`src/rtl/fwd_pkg.sv`:
```
package fwd_pkg;
  typedef enum logic [1:0] {
    SRC_REGFILE = 2'b00,
    SRC_MEMWB   = 2'b01,
    SRC_EXMEM   = 2'b10
  } opSrc_e;

  typedef struct packed {
    logic exHit;
    logic wbHit;
  } hitStrobe_t;
endpackage

```
`src/rtl/fwd_match_ctrl.sv`:
```
module fwd_match_ctrl
  import fwd_pkg::*;
#(
  parameter int REG_BITS = 5,
  parameter int NUM_OPS = 2
) (
  input  logic [NUM_OPS-1:0][REG_BITS-1:0] srcReg,
  input  logic [NUM_OPS-1:0]               srcUsed,
  input  logic [REG_BITS-1:0]              exMemDst,
  input  logic                             exMemWe,
  input  logic [REG_BITS-1:0]              memWbDst,
  input  logic                             memWbWe,
  output hitStrobe_t [NUM_OPS-1:0]         strobe
);
  localparam logic [REG_BITS-1:0] ZERO_REG = '0;

  logic exLive;
  logic wbLive;

  assign exLive = exMemWe && (exMemDst != ZERO_REG);
  assign wbLive = memWbWe && (memWbDst != ZERO_REG);

  for (genvar op = 0; op < NUM_OPS; op++) begin : g_op
    always_comb begin
      strobe[op].exHit = srcUsed[op] && exLive && (exMemDst == srcReg[op]);
      strobe[op].wbHit = srcUsed[op] && wbLive && (memWbDst == srcReg[op]);
    end
  end
endmodule

```
`src/rtl/fwd_sel_path.sv`:
```
module fwd_sel_path
  import fwd_pkg::*;
#(
  parameter int NUM_OPS = 2
) (
  input  hitStrobe_t [NUM_OPS-1:0] strobe,
  output logic [NUM_OPS-1:0][1:0]  sel
);
  for (genvar op = 0; op < NUM_OPS; op++) begin : g_mux
    always_comb begin
      if (strobe[op].exHit)      sel[op] = SRC_EXMEM;
      else if (strobe[op].wbHit) sel[op] = SRC_MEMWB;
      else                       sel[op] = SRC_REGFILE;
    end
  end
endmodule

```
`src/rtl/fwd_unit.sv`:
```
module fwd_unit
  import fwd_pkg::*;
#(
  parameter int REG_BITS = 5
) (
  input  logic [REG_BITS-1:0] exRs,
  input  logic [REG_BITS-1:0] exRt,
  input  logic                useRs,
  input  logic                useRt,
  input  logic [REG_BITS-1:0] exMemDst,
  input  logic                exMemWe,
  input  logic [REG_BITS-1:0] memWbDst,
  input  logic                memWbWe,
  output logic [1:0]          selA,
  output logic [1:0]          selB
);
  localparam int NUM_OPS = 2;

  hitStrobe_t [NUM_OPS-1:0]         strobe;
  logic [NUM_OPS-1:0][1:0]          sel;
  logic [NUM_OPS-1:0][REG_BITS-1:0] srcReg;
  logic [NUM_OPS-1:0]               srcUsed;

  assign srcReg  = {exRt, exRs};
  assign srcUsed = {useRt, useRs};

  fwd_match_ctrl #(.REG_BITS(REG_BITS), .NUM_OPS(NUM_OPS)) u_ctrl (
    .srcReg   (srcReg),
    .srcUsed  (srcUsed),
    .exMemDst (exMemDst),
    .exMemWe  (exMemWe),
    .memWbDst (memWbDst),
    .memWbWe  (memWbWe),
    .strobe   (strobe)
  );

  fwd_sel_path #(.NUM_OPS(NUM_OPS)) u_path (
    .strobe (strobe),
    .sel    (sel)
  );

  assign selA = sel[0];
  assign selB = sel[1];
endmodule

```
`config.mk`:
```
export PLATFORM = sky130hd
export DESIGN_NAME = fwd_unit
export DESIGN_NICKNAME = d
export VERILOG_FILES = /design/src/rtl/fwd_pkg.sv /design/src/rtl/fwd_match_ctrl.sv /design/src/rtl/fwd_sel_path.sv /design/src/rtl/fwd_unit.sv
export SDC_FILE = /design/constraint.sdc
export NUM_CORES = 1
export LEC_CHECK = 0
export BUFFER_PORTS_ARGS = -buffer_cell sky130_fd_sc_hd__buf_4
export CORE_AREA = 2 2 39 41
export DETAILED_ROUTE_END_ITERATION = 10
export DIE_AREA = 0 0 41 43
export GPL_TIMING_DRIVEN = 0
export PLACE_DENSITY = 0.5
export SYNTH_ARGS = -nofsm -noshare
export SYNTH_HDL_FRONTEND = slang
export SYNTH_SLANG_ARGS = --single-unit
```
`constraint.sdc`:
```
create_clock -name vclk -period 2.1
set_input_delay 0.42 -clock vclk [all_inputs]
set_output_delay 0.42 -clock vclk [all_outputs]
set_load 0.01 [all_outputs]
```
Word level (Yosys, flattened, before mapping)
Cells that the tools add are included.
- output and inout bits: 4
- input port bits: 24
- bits in latches: 0
- bits in registers: 0
- ROM bits: 0
- RAM bits: 0
- memories: 0
- word-level logic and storage cells: 20
- add/subtract/negate cells: 0
- multiply operators: 0
- reduce and logical (&&, ||, !) cells: 12
- muxes and demuxes: 4
- $lt $le $gt $ge: 0
- eq/ne operators: 4
- shift-type cells: 0
- bitwise gates (word level): 0
- div/mod/pow operators: 0
- operators with widths (cell ; count):
    $eq A5 B5 Y1 ; 4
    $logic_and A1 B1 Y1 ; 10
    $reduce_bool A5 Y1 ; 2
    $mux W2 ; 2
    $mux W1 ; 2

Longest topological paths before layout
Gate-level depths: netlist (run 1).
- depth in word-level cells: 6
- gate-level depth with buffers: 4
- gate-level depth less buffers: 4

Modules after synthesis
From an unflattened synthesis (run 1), not the netlist that was laid out.
- cell total of the unflattened synthesis: 40
- area total of the unflattened synthesis: 310.3 um2
- modules (own cells, without submodules) (module ; area an instance (um2) ; instances ; seq. area each (um2) ; cells each):
    fwd_match_ctrl ; 267.8 ; 1 ; 0.0 ; 36
    fwd_sel_path ; 42.5 ; 1 ; 0.0 ; 4

Worst setup path before layout (run 1)
Ideal clock, no wire load.
- kind: input to output
- start: input port exMemDst[4]
- end: output port selA[0]
- data arrival time: 1.427 ns
- slack: 0.253 ns
- data required time: 1.680 ns
- stages on the path: 4
- path buffers: 0
- cells stage by stage: or4_4 o21ai_4 nor3_2 nor3_2
- word-level cells in the longest chain between the ends: 5
- elaborated cells on any way between the ends: 6
- classes of those cells: eq/ne (1); mux (1); reduce/logical (4)
- RTL lines (element ; RTL line ; source):
    from (decl) ; fwd_unit.sv:10 ; input logic [REG_BITS-1:0] exMemDst,
    $reduce_bool A5 Y1 ; fwd_match_ctrl.sv:20 ; assign exLive = exMemWe && (exMemDst != ZERO_REG);
    $logic_and A1 B1 Y1 ; fwd_match_ctrl.sv:20 ;
    $logic_and A1 B1 Y1 ; fwd_match_ctrl.sv:25 ; strobe[op].exHit = srcUsed[op] && exLive && (exMemDst == srcReg[op]);
    $logic_and A1 B1 Y1 (*) ; fwd_match_ctrl.sv:25 ;
    $mux W2 (*) ; fwd_sel_path.sv:11 ; if (strobe[op].exHit) sel[op] = SRC_EXMEM;
    to (decl) ; fwd_unit.sv:14 ; output logic [1:0] selA,
Mark *: on every way between the ends. The rest lies on a longest branch, timed or not.

Worst setup path after layout (run 1)
Ends and elaborated chain as after synthesis.

==> qor.yml, run 1 <==
seq_area_frac_synth_pct: 0
hold_buffers: 0
slowest_delay_ps: 540
crit_chain: "buf_4 -> or4_4 -> o21ai_4 -> nor3_2 -> nor3_2 -> buf_4"
power.leakage_uw: 0.000220
post_drt_via_cell_ratio: 4.28
initial_core_util_pct: 21.5
drt_wl_total_um: 811
critPathKind: "input port to primary output"
first_global_vias: 338
arrival_ps: 1620
postPlaceCellArea_sq_um: 528
dieHeight_um: 43
fp.coreArea_sq_mm: 0.00138
dr.pass1.iters: 2
hold_viol_final: 0
syn_area_per_cell_sq_um: 8.27
post-cts-setup-buffer-count: 0
cap_viol_max_count: 0
antenna_found_initial: 0
io_pins: 28
seq_cell_count: 0
hp-class: "input port to primary output"
max_freq_ghz: 0.491
fin_nets: 90
cp.required_ps: 1680
critPathMaxFanout: 3
finalSetupViolations: 0
post-route-min-period_ps: 2040
drt-initial-drc-count: 4
startpoint_type: "input port"
synthesis.area_sq_um: 298
rows: 14
io_buffers: 28
total_power_uw: 94.4
status: "completed"
critPathSlowestCell: "or4_4"
die_w_um: 41
die-area_sq_mm: 0.00176
clkbuf_count: 0
rsz0062_at_grt: "false"
slew_viol_final: 0
slew_headroom_pct: 79.2
overflow: 0
tns_ps: 0
drive_gt1_share_pct: 53.1
end_kind: "primary output"
dr_total_vias: 342
p_per_area_mw_per_mm2: 179
antenna_left: 0
grt_pass1_wl_um: 1380
final_area_sq_um: 528
wire_per_inst_um: 10.1
antenna_cells: 0
worst_slew_pin_slew_ps: 309
synth_warnings: 0
peakVddDrop_mv: 0.0745
place_congestion: 0.701
synth_cell_types: 11
grt_max_degree: 4
drc: 0
grt_usage_pct: 10.7
ctsResizeCount: 0
fin_util_pct: 38.2
min_period_over_period_pct: 97.1
syn_to_final_growth_pct: 77.3
synth_nets: 60
seq_area_sq_um: 0
synth_cells: 36
-- cell families (layout without fill, tap and decap cells) --
group	count (synthesis)	in the layout	share of synthesized area (%)
buffers and inverters	0	28	0
xor gates and xnor gates	20	20	58.8
and+or+nand+nor	14	14	34.0
AOI/OAI and AO/OA	2	2	7.14
-- critical path: cells and delay by family --
kind | cells | cell delay, ps
compound gates | 1 | 160
buf+inv | 2 | 260
simple gates | 3 | 780
-- synthesized netlist by cell type --
cell type  count  share of area (%)
nor4_1         2                4.2
or4_4          1                3.8
o21ai_1        1                1.7
nand3_1        2                3.4
nand2_1        2                2.5
nand4_1        2                4.2
nor3_2         4                 13
o21ai_4        1                5.5
xnor2_1       12                 35
or4_1          1                2.5
xor2_1         8                 24
-- report_power, final --
part           leakage, uW  internal [uW]  switching (uW)  total, uW
logic             0.000220           56.1            38.3       94.4
registers                0              0               0          0
clock network            0              0               0          0
total             0.000220           56.1            38.3       94.4
-- final cells by class --
class                      count  area, sq um
fill                         149          856
multi-input combinational     36          298
tap                           16         20.0
timing repair buffer          28          210
-- path summary, 6_finish.rpt --
check	start	to	slack, ps	cells past startpoint
worst max-delay path	exMemDst[4]	selA[0]	60	6
worst min-delay path	useRs	selA[0]	1190	4
-- cells in the final DEF, fill, tap and decap left out --
cell type,netlist,final
o21ai_4,1,1
o21ai_1,1,1
nand2_1,2,2
nor3_2,4,4
nand3_1,2,2
xor2_1,8,8
nor4_1,2,2
nand4_1,2,2
or4_4,1,1
or4_1,1,1
buf_4,0,28
xnor2_1,12,12
-- metal layers --
| metal | GRT usage [%] | part of all wire (%) | up-vias |
|---|---|---|---|
| li1 | - | - | 185 |
| met1 | 15.5 | 40 | 142 |
| met2 | 17.8 | 51 | 15 |
| met3 | 0.524 | 9.5 | 0 |
| met4 | 0 | 0 | 0 |
| met5 | 0 | 0 | - |
-- stage by stage --
step           cells  setup slack (ps)  hold slack, ps
2_1_floorplan     36               253             944
3_3_place_gp      80              49.4            1190
3_5_place_dp      80              43.8            1190
4_1_cts           80              43.8            1190
5_1_grt           80              13.5            1200
6_report          80              61.6            1190
(Power assumes the default switching activity.)
==> run 2: changes to the inputs <==
--- a/config.mk
+++ b/config.mk
@@ -6,11 +6,13 @@
 export NUM_CORES = 1
 export LEC_CHECK = 0
 export BUFFER_PORTS_ARGS = -buffer_cell sky130_fd_sc_hd__buf_4
+export CELL_PAD_IN_SITES_DETAIL_PLACEMENT = 0
+export CELL_PAD_IN_SITES_GLOBAL_PLACEMENT = 1
 export CORE_AREA = 2 2 39 41
 export DETAILED_ROUTE_END_ITERATION = 10
 export DIE_AREA = 0 0 41 43
 export GPL_TIMING_DRIVEN = 0
-export PLACE_DENSITY = 0.5
+export PLACE_DENSITY = 0.73
 export SYNTH_ARGS = -nofsm -noshare
 export SYNTH_HDL_FRONTEND = slang
 export SYNTH_SLANG_ARGS = --single-unit
==> run 2 against run 1 <==
Setup slack worse by 23 ps; highest routed layer unchanged; fmax is 1.1% lower; final area did not move; non-clock buffer count unchanged; via count rose by 1.5%; sequential cell count stayed put; critical path type unchanged; global-route usage is 0.80 points lower; combinational power grew 1%.
==> qor.yml, run 2 (same netlist as run 1, synthesis figures left out) <==
min_period_over_period_pct: 98.2
endpoint: "selA[0]"
fp.coreArea_sq_mm: 0.00138
power.leakage_uw: 0.000217
dp.cells: 80
antenna_left: 0
finalSetupViolations: 0
initial_core_util_pct: 21.5
antenna_cells: 0
layout_common_cells: "buf_4 (28), xnor2_1 (12), xor2_1 (8)"
die_w_um: 41
worst_slew_pin_slew_ps: 366
arrival_ps: 1640
rows: 14
power.share.switching_pct: 41.1
dpl.hpwl_um: 793
status: "completed"
critPathKind: "input port to primary output"
syn_to_final_growth_pct: 77.3
place_congestion: 0.635
drc: 0
hold_buffers: 0
whs_ps: 1190
fin_nets: 90
peakVddDrop_mv: 0.0668
drt_wl_total_um: 837
seq_cell_count: 0
seqPwrFrac_pct: 0
die-area_sq_mm: 0.00176
comb_power_share_pct: 100.0
end_kind: "primary output"
max_freq_ghz: 0.485
hp-class: "input port to primary output"
cap_viol_max_count: 0
critPathMaxFanout: 3
antenna_found_initial: 0
slew_viol_final: 0
fin_cells: 80
drt-initial-drc-count: 0
drive_gt1_share_pct: 53.1
clkbuf_count: 0
grt_pass1_wl_um: 1290
seq_area_sq_um: 0
tns_ps: 0
layout_commonest_cell: "buf_4"
slew_headroom_pct: 75.3
grt_max_degree: 4
clkPwrFrac_pct: 0
hold_viol_final: 0
startpoint_type: "input port"
cp.required_ps: 1680
startpoint: "exMemDst[4]"
wire_per_inst_um: 10.5
overflow: 0
p_per_area_mw_per_mm2: 181
post_drt_via_cell_ratio: 4.34
dr_total_vias: 347
fillers: 152
post-cts-setup-buffer-count: 0
grt_usage_pct: 9.89
dieHeight_um: 43
total_power_uw: 95.5
first_global_vias: 324
power_switching_uw: 39.3
dr.pass1.iters: 1
post-route-min-period_ps: 2060
rsz0062_at_grt: "false"
p_int_uw: 56.2
io_buffers: 28
io_pins: 28
==> run 2: cell counts in the layout (fill, tap and decap cells not counted) <==
Identical to the previous run, type by type.
==> run 2: final cells by class <==
type	count	area [sq um]	area share [%]
timing repair buffer	28	210	39.8
multi-input combinational	36	298	56.4
tap	16	20.0	3.79
==> run 2: metrics by stage <==
step | util (%) | instance area, sq um | worst slack (ps)
after floorplan | - | 298 | 253
after global placement | 38.2 | 528 | 50.5
after detailed placement | 38.2 | 528 | 41.5
after CTS | 38.2 | 528 | 44.4
after global routing | 38.2 | 528 | 4.47
final | 38.2 | 528 | 38.8
==> run 2: worst min path at each step <==
stage | end | slack, ps | from | cells past startpoint
2_1_floorplan | selA[1] | 940 | useRs | 2
3_3_place_gp | selB[0] | 1190 | useRt | 4
3_5_place_dp | selB[1] | 1190 | useRt | 4
4_1_cts | selB[1] | 1190 | useRt | 4
5_1_grt | selA[0] | 1200 | useRs | 4
6_report | selB[1] | 1190 | useRt | 4
==> run 2: worst max-delay path, cell delays in order <==
cell and delay [ps]:
buf_4 130, or4_4 540, o21ai_4 180, nor3_2 70, nor3_2 160, buf_4 140
==> run 2: power groups by stage <==
stage	combinational (uW)	sequential, uW	clock (uW)
after detailed placement	96.3	0	0
after global routing	105	0	0
after CTS	96.6	0	0
after global placement	95.9	0	0
after floorplan	40.4	0	0
final	95.5	0	0
==> run 2: per-layer routing <==
metal,GRT usage (%),wire length [um],up-vias
li1,-,-,186
met1,14.2,337,144
met2,16.9,410,17
met3,0,90,0
met4,0,0,0
met5,0,0,-
==> run 2: repair_timing <==
action / 4_1_cts / 5_1_grt
setup endpoints to repair: 0 / 1
endpoints found under the hold margin: 0 / 0
resized for setup: 0 / 0
